[config.mk]
export PLATFORM = sky130hd
export DESIGN_NAME = tx_start_gate
export DESIGN_NICKNAME = d
export VERILOG_FILES = /design/src/rtl/txg_pkg.sv /design/src/rtl/txg_rst_sync.sv /design/src/rtl/txg_cfg_reg.sv /design/src/rtl/txg_thresh_lut.sv /design/src/rtl/txg_grant_fsm.sv /design/src/rtl/tx_start_gate.sv
export SDC_FILE = /design/constraint.sdc
export NUM_CORES = 1
export LEC_CHECK = 0
export BUFFER_PORTS_ARGS = -buffer_cell sky130_fd_sc_hd__buf_4
export CAP_MARGIN = 20
export CORE_AREA = 4 4 41 43
export DETAILED_ROUTE_END_ITERATION = 12
export DIE_AREA = 0 0 45 47
export GPL_TIMING_DRIVEN = 0
export SYNTH_ARGS = -nofsm -noshare
export SYNTH_HDL_FRONTEND = slang
export SYNTH_SLANG_ARGS = --single-unit
[constraint.sdc]
create_clock -name clk -period 1.3 [get_ports clk]
set_input_delay 0.195 -clock clk [delete_from_list [all_inputs] [get_ports clk]]
set_output_delay 0.195 -clock clk [all_outputs]
set_load 0.1 [all_outputs]
[src/rtl/txg_pkg.sv]
package txg_pkg;

  localparam int unsigned LEVEL_W   = 2;
  localparam int unsigned NUM_LEVEL = 1 << LEVEL_W;

  typedef enum logic {
    GATE_IDLE = 1'b0,
    GATE_OPEN = 1'b1
  } gate_state_e;

  typedef struct packed {
    logic [LEVEL_W-1:0] level;
    logic               slow;
    logic               sf;
  } txg_cfg_t;

  // Slow link start levels in words, indexed by level code.
  function automatic int unsigned slow_words(input int unsigned idx);
    case (idx)
      0:       return 18;
      1:       return 24;
      2:       return 32;
      default: return 40;
    endcase
  endfunction

  // Fast link start levels double with each code step from 32 words.
  function automatic int unsigned fast_words(input int unsigned idx);
    return 32 << idx;
  endfunction

endpackage

[src/rtl/txg_rst_sync.sv]
module txg_rst_sync #(
  parameter int unsigned STAGES = 2
) (
  input  logic clk,
  input  logic rst_n,
  output logic rst_n_sync
);

  logic [STAGES-1:0] sync_q;
  logic [STAGES-1:0] sync_d;

  always_comb begin
    sync_d = {sync_q[STAGES-2:0], 1'b1};
  end

  always_ff @(posedge clk or negedge rst_n) begin
    if (!rst_n) begin
      sync_q <= '0;
    end else begin
      sync_q <= sync_d;
    end
  end

  assign rst_n_sync = sync_q[STAGES-1];

endmodule

[src/rtl/txg_cfg_reg.sv]
module txg_cfg_reg
  import txg_pkg::*;
(
  input  logic               clk,
  input  logic               rst_n,
  input  logic               load,
  input  logic [LEVEL_W-1:0] level_in,
  input  logic               slow_in,
  input  logic               sf_in,
  output txg_cfg_t           cfg
);

  txg_cfg_t cfg_q;
  txg_cfg_t cfg_d;

  always_comb begin
    cfg_d = cfg_q;
    if (load) begin
      cfg_d.level = level_in;
      cfg_d.slow  = slow_in;
      cfg_d.sf    = sf_in;
    end
  end

  always_ff @(posedge clk or negedge rst_n) begin
    if (!rst_n) begin
      cfg_q <= '0;
    end else if (load) begin
      cfg_q <= cfg_d;
    end
  end

  assign cfg = cfg_q;

  // Without a load strobe the captured settings hold.
  assert_cfg_hold_R9: assert property (@(posedge clk) disable iff (!rst_n)
    !load |=> $stable(cfg_q));

endmodule

[src/rtl/txg_thresh_lut.sv]
module txg_thresh_lut
  import txg_pkg::*;
#(
  parameter int unsigned FILL_W = 10
) (
  input  logic [LEVEL_W-1:0] level,
  input  logic               slow,
  output logic [FILL_W-1:0]  thresh
);

  logic [FILL_W-1:0] slow_tbl [NUM_LEVEL];
  logic [FILL_W-1:0] fast_tbl [NUM_LEVEL];

  for (genvar i = 0; i < NUM_LEVEL; i++) begin : g_tbl
    assign slow_tbl[i] = FILL_W'(slow_words(i));
    assign fast_tbl[i] = FILL_W'(fast_words(i));
  end

  always_comb begin
    if (slow) begin
      thresh = slow_tbl[level];
    end else begin
      thresh = fast_tbl[level];
    end
  end

endmodule

[src/rtl/txg_grant_fsm.sv]
module txg_grant_fsm
  import txg_pkg::*;
#(
  parameter int unsigned FILL_W = 10
) (
  input  logic              clk,
  input  logic              rst_n,
  input  logic              sf_mode,
  input  logic [FILL_W-1:0] thresh,
  input  logic [FILL_W-1:0] fill_words,
  input  logic              frame_ready,
  input  logic              frame_done,
  output logic              grant
);

  gate_state_e state_q;
  gate_state_e state_d;
  logic        level_met;
  logic        start_ok;

  always_comb begin
    level_met = (fill_words >= thresh);
    if (sf_mode) begin
      start_ok = frame_ready;
    end else begin
      start_ok = frame_ready | level_met;
    end
  end

  always_comb begin
    state_d = state_q;
    case (state_q)
      GATE_IDLE: if (start_ok)   state_d = GATE_OPEN;
      GATE_OPEN: if (frame_done) state_d = GATE_IDLE;
      default:                   state_d = GATE_IDLE;
    endcase
  end

  always_ff @(posedge clk or negedge rst_n) begin
    if (!rst_n) begin
      state_q <= GATE_IDLE;
    end else begin
      state_q <= state_d;
    end
  end

  assign grant = (state_q == GATE_OPEN);

  // A rising grant needs the start condition one edge earlier.
  assert_rise_cause_R4: assert property (@(posedge clk) disable iff (!rst_n)
    $rose(grant) |-> ($past(frame_ready) ||
                      (!$past(sf_mode) && ($past(fill_words) >= $past(thresh)))));

  assert_sf_waits_R5: assert property (@(posedge clk) disable iff (!rst_n)
    (!grant && sf_mode && !frame_ready) |=> !grant);

  assert_hold_open_R7: assert property (@(posedge clk) disable iff (!rst_n)
    (grant && !frame_done) |=> grant);

  assert_done_clears_R7: assert property (@(posedge clk) disable iff (!rst_n)
    (grant && frame_done) |=> !grant);

endmodule

[src/rtl/tx_start_gate.sv]
module tx_start_gate
  import txg_pkg::*;
#(
  parameter int unsigned FILL_W = 10
) (
  input  logic              clk,
  input  logic              rst_n,
  input  logic              cfg_load,
  input  logic [1:0]        cfg_level,
  input  logic              cfg_slow,
  input  logic              cfg_sf,
  input  logic [FILL_W-1:0] fill_words,
  input  logic              frame_ready,
  input  logic              frame_done,
  output logic              start_grant
);

  logic              rst_n_s;
  txg_cfg_t          cfg;
  logic [FILL_W-1:0] thresh;

  txg_rst_sync #(.STAGES(2)) u_rst (
    .clk        (clk),
    .rst_n      (rst_n),
    .rst_n_sync (rst_n_s)
  );

  txg_cfg_reg u_cfg (
    .clk      (clk),
    .rst_n    (rst_n_s),
    .load     (cfg_load),
    .level_in (cfg_level),
    .slow_in  (cfg_slow),
    .sf_in    (cfg_sf),
    .cfg      (cfg)
  );

  txg_thresh_lut #(.FILL_W(FILL_W)) u_lut (
    .level  (cfg.level),
    .slow   (cfg.slow),
    .thresh (thresh)
  );

  txg_grant_fsm #(.FILL_W(FILL_W)) u_fsm (
    .clk         (clk),
    .rst_n       (rst_n_s),
    .sf_mode     (cfg.sf),
    .thresh      (thresh),
    .fill_words  (fill_words),
    .frame_ready (frame_ready),
    .frame_done  (frame_done),
    .grant       (start_grant)
  );

endmodule

== Word-level counts from Yosys, hierarchy flattened ==
Cells that the tools add are included.
Word-level totals
  output and inout bits: 1
  word-level logic and storage cells: 21
  register bits: 7
  input bits: 19
Cells by class
  bitwise operators: 3
  magnitude comparators: 2
  muxes and demuxes: 11
Operators with widths (count)
  10-bit 2-to-1 mux: 5
  10-bit binary-select mux with 2-bit select: 2
  10-bit greater-or-equal comparator: 1
  3-bit greater-or-equal comparator, second input constant: 1
  1-bit 2-to-1 mux: 3
  2-bit NOT with 3-bit output: 1
  1-bit one-hot mux with 2 select lines: 1
  1-bit NOT: 1
  1-bit bitwise OR: 1

== Logic depth before layout (Yosys ltp) ==
Gate-level depths: netlist of run 1.
  depth after elaboration: 10
  mapped depth: 7
  gate-level depth less buffers: 7

== Modules after synthesis ==
From an unflattened synthesis of run 1, not the netlist that was laid out.
Second synthesis, totals
  cell total of the unflattened synthesis: 59
  area, all modules: 580.6 um2
By module, submodules not included
  txg_grant_fsm: area an instance 291.5 um2, instances 1, cells an instance 36, sequential area each 25.0 um2
  txg_cfg_reg: area an instance 145.1 um2, instances 1, cells an instance 8, sequential area each 100.1 um2
  txg_thresh_lut: area an instance 90.1 um2, instances 1, cells an instance 12, sequential area each 0.0 um2
  txg_rst_sync: area an instance 53.8 um2, instances 1, cells an instance 3, sequential area each 50.0 um2

== Worst setup path before layout of run 1 ==
No wires, ideal clock.
  path type: flip-flop to flip-flop
  start: reg u_cfg.cfg_q, in the netlist u_cfg.cfg[1]
  end: reg u_fsm.state_q (netlist: u_fsm.grant)
  data required time: 1196 ps
  clock period less this slack: 1742 ps
  setup slack: -442 ps
  stages on the path, launching flop included: 6
  library setup time: 104 ps
  arrival time: 1638 ps
  path buffers: 0
  path through: dfrtp_1 -> or3b_2 -> ha_1 -> and4b_2 -> o21ai_0 -> a221oi_1
Between the ends
  cells in the longest elaborated chain, start to end: 6
RTL lines
  from (decl): RTL line txg_cfg_reg.sv:13  | txg_cfg_t cfg_q;
  from (signal assigned): RTL line txg_cfg_reg.sv:29  | cfg_q <= cfg_d;
  10-bit 2-to-1 mux: RTL line txg_thresh_lut.sv:20  | if (slow) begin
  10-bit greater-or-equal comparator: RTL line txg_grant_fsm.sv:22  | level_met = (fill_words >= thresh);
  1-bit bitwise OR: RTL line txg_grant_fsm.sv:26  | start_ok = frame_ready | level_met;
  1-bit 2-to-1 mux: RTL line txg_grant_fsm.sv:23  | if (sf_mode) begin
  1-bit 2-to-1 mux: RTL line txg_grant_fsm.sv:33  | GATE_IDLE: if (start_ok) state_d = GATE_OPEN;
  1-bit one-hot mux with 2 select lines: RTL line txg_grant_fsm.sv:32  | case (state_q)
  net u_fsm.state_d: RTL line txg_grant_fsm.sv:17  | gate_state_e state_d;
  to (signal assigned): RTL line txg_grant_fsm.sv:43  | state_q <= state_d;
  to (decl): RTL line txg_grant_fsm.sv:16  | gate_state_e state_q;
The timed path passes the listed nets, and every way through them passes these cells.
A chain may end at the register's enable or synchronous reset.

== Worst setup path after layout of run 1 ==
  start: reg u_cfg.cfg_q, in the netlist u_cfg.cfg[3]
  end: reg u_fsm.state_q (netlist: u_fsm.grant)
Between the ends
  cells in the longest elaborated chain, start to end: 10
  elaborated cells between the ends (all ways): 13
  those cells by class: 1 x order compare; 10 x mux; 2 x bitwise
RTL lines (RTL line)
  2-bit NOT with 3-bit output (not written as such) (*): txg_thresh_lut.sv:21, txg_thresh_lut.sv:23
  10-bit binary-select mux with 2-bit select (on tied branches): txg_thresh_lut.sv:23, txg_thresh_lut.sv:21
  10-bit 2-to-1 mux (on tied branches) (2 in a row): txg_thresh_lut.sv:23, txg_thresh_lut.sv:21
  10-bit 2-to-1 mux (*): txg_thresh_lut.sv:20
  10-bit greater-or-equal comparator (*): txg_grant_fsm.sv:22
  1-bit bitwise OR (*): txg_grant_fsm.sv:26
  1-bit 2-to-1 mux (*): txg_grant_fsm.sv:23
  1-bit 2-to-1 mux (*): txg_grant_fsm.sv:33
  1-bit one-hot mux with 2 select lines (*): txg_grant_fsm.sv:32
  net u_fsm.state_d: txg_grant_fsm.sv:17
The timed path passes the listed nets; every way through them passes the cells marked *. The select of a mux whose other input is x is not followed.

==> results.sh, run 1 <==
export IMPL_outcome="complete, but fails checks"
export IMPL_violations="setup timing"
export IMPL_pre_cts_slack_ps=-485
export IMPL_cap_violations=0
export IMPL_p_per_area_nw_per_um2=958
export IMPL_post_route_period_util=1.31
export IMPL_fill_cells=127
export IMPL_grt_usage=0.104
export IMPL_fmax_ghz=0.588
export IMPL_ios=20
export IMPL_power_total_w=0.000690
export IMPL_routed_via_density=4.72
export IMPL_clock_path_buffers=2
export IMPL_grt_pass1_wl_um=1570
export IMPL_grt_max_degree=8
export IMPL_antenna_found_initial=0
export IMPL_synth_cells=43
export IMPL_clkSinkCount=7
export IMPL_drc=0
export IMPL_clock_skew_final_ps=2.60
export IMPL_vias=406
export IMPL_avgRoutedWirePerCell_um=11.3
export IMPL_synth_flop_cell="dfrtp_1"
export IMPL_cts_buffers=3
export IMPL_synth_seq_area_share=0.389
export IMPL_ys_warn_count=0
export IMPL_num_rows=13
export IMPL_grt_ovfl_total=0
export IMPL_min_period_ps=1700
export IMPL_clk_transition_reported_paths_ps=50
export IMPL_drt_iter0_markers=3
export IMPL_drtAntennaViolNets=0
export IMPL_finalWirelength_um=976
export IMPL_place_congestion=0.670
export IMPL_hpwl_um=763
export IMPL_root_buffer="clkbuf_4"
export IMPL_async_reset_ff_frac=1.00
export IMPL_critPathMaxStageDelay_ps=430
export IMPL_core_um2=1300
export IMPL_h_tree_depth=1
export IMPL_ys_ff_latch=7
export IMPL_die_x_um=45
export IMPL_nets=98
export IMPL_design_area_um2=721
export IMPL_path_cells="or3b_4 -> ha_4 -> and4b_2 -> o21ai_2 -> a221oi_2"
export IMPL_postLayoutCoreUtil=0.554
export IMPL_antenna_cells=0
export IMPL_chipHeight_um=47
export IMPL_hold_viol_final=0
export IMPL_portBuffers=19
export IMPL_power_ir_vdd_worst_v=0.000509
export IMPL_start_util=0.346
export IMPL_netlist_area_um2=450
export IMPL_cts_tree="built"
export IMPL_cp_arrival_ps=1850
export IMPL_synthTopCellsByArea="dfrtp_1 39%, ha_1 19%, mux2_2 10%"
export IMPL_grt_pass1_vias=401
export IMPL_path_class="reg -> reg"
export IMPL_yosysTopAreaCellShare=0.389
export IMPL_firstDrtPassIters=3
export IMPL_start_kind="flop"
export IMPL_crit_fanout=5
export IMPL_cp_slowest_cell="dfrtp_2"
export IMPL_clk_insertion_delay_late_ps=250
export IMPL_timing_final_ws_setup_ps=-400
export IMPL_crit_family="simple AND/OR/NAND/NOR gates"
export IMPL_yosysTopAreaCell="dfrtp_1"
export IMPL_rsz0062_at_grt="yes"
export IMPL_p_leak_nw=0.343
export IMPL_cp_end_kind="flop"
export IMPL_drv_slew=0
export IMPL_placed_cell_area_um2=628
export IMPL_synth_edf_count=0
export IMPL_synth_distinct_cells=20
export IMPL_syn_nets=69
export IMPL_synth_avg_cell_area_um2=10.5
export IMPL_setup_viol=1
export IMPL_hold_path_class="reg -> async"
export IMPL_crit_buf_inv=0
export IMPL_required_ps=1450
export IMPL_areaGrowthSynthToFinish_pct=60.0
export IMPL_final_layout_size_suffix_gt1_frac=0.577
export IMPL_die_area_um2=2120
-- cell type report --
cell class	count	area [µm²]	share of cell area
repair buffers	24	183	0.253
inverters	2	7.51	0.0104
flip-flops and latches	7	180	0.250
clock buffers	4	26.3	0.0365
well taps	15	18.8	0.0260
multi-input cells	34	305	0.424
-- sequential cells by signal, summed over array words and instances (netlist names) --
name,cells
u_cfg.cfg,4
u_rst.sync_q,2
u_fsm.grant,1
-- logic make-up after synthesis --
kind of cell             share of synthesized area
multiplexers                                 0.100
AO/OA/AOI/OAI                               0.0944
adder cells (fa/ha/maj)                      0.194
other                                      0.00833
flip-flops                                   0.389
buffers and inverters                       0.0167
AND/OR/NAND/NOR                              0.197
-- stage by stage --
stage,setup TNS [ps],hold slack [ps],cells
after floorplan,-330,-101,43
after global placement,-455,-21.8,77
after detailed placement,-485,-22.0,77
after CTS,-407,87.8,86
after global routing,-468,92.5,86
final,-400,73.2,86
-- metal layers --
layer  GRT usage  part of all wire  vias up
li1            -                 -      213
met1       0.121              0.42      182
met2       0.164              0.51       11
met3      0.0192             0.067        0
met4      0.0877                 0        0
met5           0                 0        -
-- cell usage after synthesis (2+ instances only) --
cell and number:
nand3_1 2, a21oi_1 3, dfrtp_1 7, nand2b_1 2
nor2_1 2, inv_1 2, ha_1 7, mux2_2 4
nand2_1 3
-- repair_timing --
action | CTS | global route
gates resized for setup | 6 | 1
pin swaps | 0 | 0
hold endpoints to repair | 2 | 0
setup buffers | 4 | 0
setup endpoints to repair | 1 | 1
hold buffers | 1 | 0
-- layout by cell type (no fill, tap or decap), types with 2 or more instances in the layout --
cell type	Yosys	final
a21oi_1	3	3
inv_1	2	2
dfrtp_2	0	4
nand2_1	3	3
nor2_1	2	2
dfrtp_1	7	3
mux2_2	4	4
nand3_1	2	2
buf_4	0	23
clkbuf_4	0	3
ha_1	7	6
-- power by group --
group | switching (W) | internal (W) | total (W)
logic | 0.000108 | 0.000121 | 0.000230
registers | 0.0000268 | 0.000243 | 0.000269
clock network | 0.0000748 | 0.000117 | 0.000192
total | 0.000210 | 0.000480 | 0.000690
-- worst paths after layout --
path	startpoint	slack, ps	end	cells after the start
worst max register to register	u_cfg.cfg[3]	-400	u_fsm.grant	5
worst max-delay path	u_cfg.cfg[3]	-400	u_fsm.grant	5
worst min-delay path	u_rst.sync_q[1]	70	u_cfg.cfg[3]	0
max in group asynchronous	rst_n	960	u_rst.sync_q[1]	2
worst min register to register	u_rst.sync_q[1]	70	u_cfg.cfg[3]	0
min in group clk	frame_done	130	u_fsm.grant	2
No activity file was read; power rests on OpenSTA's default activity.
==> run 2: changes to the inputs <==
- CTS_BUF_LIST: not set -> sky130_fd_sc_hd__clkbuf_8
==> results.sh, run 2 (same netlist as run 1, synthesis figures left out) <==
export IMPL_drc=0
export IMPL_timing_final_ws_setup_ps=-391
export IMPL_clock_skew_final_ps=1.95
export IMPL_largest_reg_flops=4
export IMPL_p_comb_frac=0.290
export IMPL_grt_usage=0.106
export IMPL_vias=398
export IMPL_cts_tree="built"
export IMPL_crit_buf_inv=0
export IMPL_grt_max_degree=8
export IMPL_path_cells="or3b_4 -> ha_4 -> and4b_2 -> o21ai_2 -> a221oi_2"
export IMPL_rsz0062_at_grt="yes"
export IMPL_power_frac_seq=0.341
export IMPL_drt_iter0_markers=0
export IMPL_worstRegToRegCells=5
export IMPL_post_route_period_util=1.30
export IMPL_final_layout_size_suffix_gt1_frac=0.577
export IMPL_path_class="reg -> reg"
export IMPL_chipHeight_um=47
export IMPL_nets=98
export IMPL_grt_ovfl_total=0
export IMPL_crit_fanout=5
export IMPL_grt_pass1_vias=399
export IMPL_portBuffers=19
export IMPL_clkPwrFrac=0.369
export IMPL_multi_input_area_um2=305
export IMPL_ios=20
export IMPL_hpwl_um=763
export IMPL_cap_violations=0
export IMPL_setup_viol=1
export IMPL_drv_slew=0
export IMPL_antenna_cells=0
export IMPL_p_int_w=0.000568
export IMPL_min_period_ps=1690
export IMPL_final_cell_mix="23 x buf_4, 6 x ha_1, 4 x mux2_2, 4 x dfrtp_2"
export IMPL_outcome="complete, but fails checks"
export IMPL_p_leak_nw=0.355
export IMPL_power_ir_vdd_worst_v=0.000521
export IMPL_firstDrtPassIters=1
export IMPL_clk_transition_reported_paths_ps=40
export IMPL_start_kind="flop"
export IMPL_num_rows=13
export IMPL_fill_cells=120
export IMPL_crit_family="simple AND/OR/NAND/NOR gates"
export IMPL_seq_area_um2=180
export IMPL_areaGrowthSynthToFinish_pct=64.2
export IMPL_violations="setup timing"
export IMPL_r2r_start="u_cfg.cfg[3]"
export IMPL_p_per_area_nw_per_um2=1070
export IMPL_cp_slowest_cell="dfrtp_2"
export IMPL_reg2reg_to="u_fsm.grant"
export IMPL_placed_cell_area_um2=628
export IMPL_critPathMaxStageDelay_ps=430
export IMPL_layout_cells_most_common="buf_4"
export IMPL_start_util=0.346
export IMPL_routed_via_density=4.63
export IMPL_clkSinkCount=7
export IMPL_fmax_ghz=0.591
export IMPL_antenna_found_initial=0
export IMPL_grt_pass1_wl_um=1610
export IMPL_die_area_um2=2120
export IMPL_required_ps=1430
export IMPL_r2r_slack_ps=-390
export IMPL_power_net_switching_w=0.000225
export IMPL_drtAntennaViolNets=0
export IMPL_power_total_w=0.000793
export IMPL_root_buffer="clkbuf_8"
export IMPL_hold_path_class="reg -> async"
export IMPL_die_x_um=45
export IMPL_cp_arrival_ps=1820
export IMPL_h_tree_depth=1
export IMPL_clk_insertion_delay_late_ps=220
export IMPL_core_um2=1300
export IMPL_clock_path_buffers=2
export IMPL_cts_buffers=3
export IMPL_cp_end_kind="flop"
export IMPL_finalWirelength_um=995
export IMPL_hold_viol_final=0
export IMPL_swShare=0.283
export IMPL_place_congestion=0.670
export IMPL_avgRoutedWirePerCell_um=11.6
export IMPL_design_area_um2=739
==> run 2: cell types whose count changed in the layout (fill, tap and decap cells not counted), sizes merged <==
cell	previous run	this run
clkbuf	4	3
inv	2	3
==> run 2: power groups by stage <==
| stage | combinational [W] | sequential, W | clock (W) |
|---|---|---|---|
| 2_1_floorplan | 0.0000850 | 0.000304 | 0 |
| 3_3_place_gp | 0.000192 | 0.000270 | 0 |
| 3_5_place_dp | 0.000194 | 0.000271 | 0 |
| 4_1_cts | 0.000230 | 0.000268 | 0.000305 |
| 5_1_grt | 0.000253 | 0.000275 | 0.000325 |
| 6_report | 0.000230 | 0.000270 | 0.000293 |
==> run 2: area by class of cell <==
| cell class | count | share of cell area |
|---|---|---|
| Clock buffer | 3 | 0.0558 |
| Clock inverter | 1 | 0.00508 |
| Inverter | 2 | 0.0102 |
| Multi-Input combinational cell | 34 | 0.413 |
| Sequential cell | 7 | 0.244 |
| Tap cell | 15 | 0.0254 |
| Timing Repair Buffer | 24 | 0.247 |
==> run 2: worst max-delay path by stage <==
| stage | cells past startpoint | endpoint | slack [ps] | startpoint |
|---|---|---|---|---|
| after floorplan | 5 | u_fsm.grant | -330 | u_cfg.cfg[3] |
| after global routing | 5 | u_fsm.grant | -460 | u_cfg.cfg[3] |
| after CTS | 5 | u_fsm.grant | -400 | u_cfg.cfg[3] |
| after detailed placement | 5 | u_fsm.grant | -490 | u_cfg.cfg[3] |
| final | 5 | u_fsm.grant | -390 | u_cfg.cfg[3] |
| after global placement | 5 | u_fsm.grant | -460 | u_cfg.cfg[1] |
==> run 2: routing by layer <==
layer,wire length (µm),share of wire,global-route usage,vias up
li1,-,-,-,212
met4,0,0,0.0702,0
met5,0,0,0,-
met1,425,0.43,0.121,175
met3,64,0.064,0.0307,0
met2,505,0.51,0.172,11
==> run 2: per-stage QoR <==
step / cells / setup slack [ps] / setup TNS (ps) / utilization / hold WS (ps)
final: 86 / -391 / -391 / 0.568 / 78.9
after global routing: 86 / -459 / -459 / 0.568 / 97.2
after CTS: 86 / -402 / -402 / 0.564 / 86.8
after detailed placement: 77 / -485 / -485 / 0.483 / -22.0
after global placement: 77 / -455 / -455 / 0.483 / -21.8
after floorplan: 43 / -330 / -330 / - / -101
==> run 2: what timing repair did <==
| item | in CTS | in global routing |
|---|---|---|
| endpoints found under the setup margin | 1 | 1 |
| setup buffers | 4 | 0 |
| resized for setup | 6 | 1 |
| hold buffers | 1 | 0 |
| endpoints found under the hold margin | 2 | 0 |
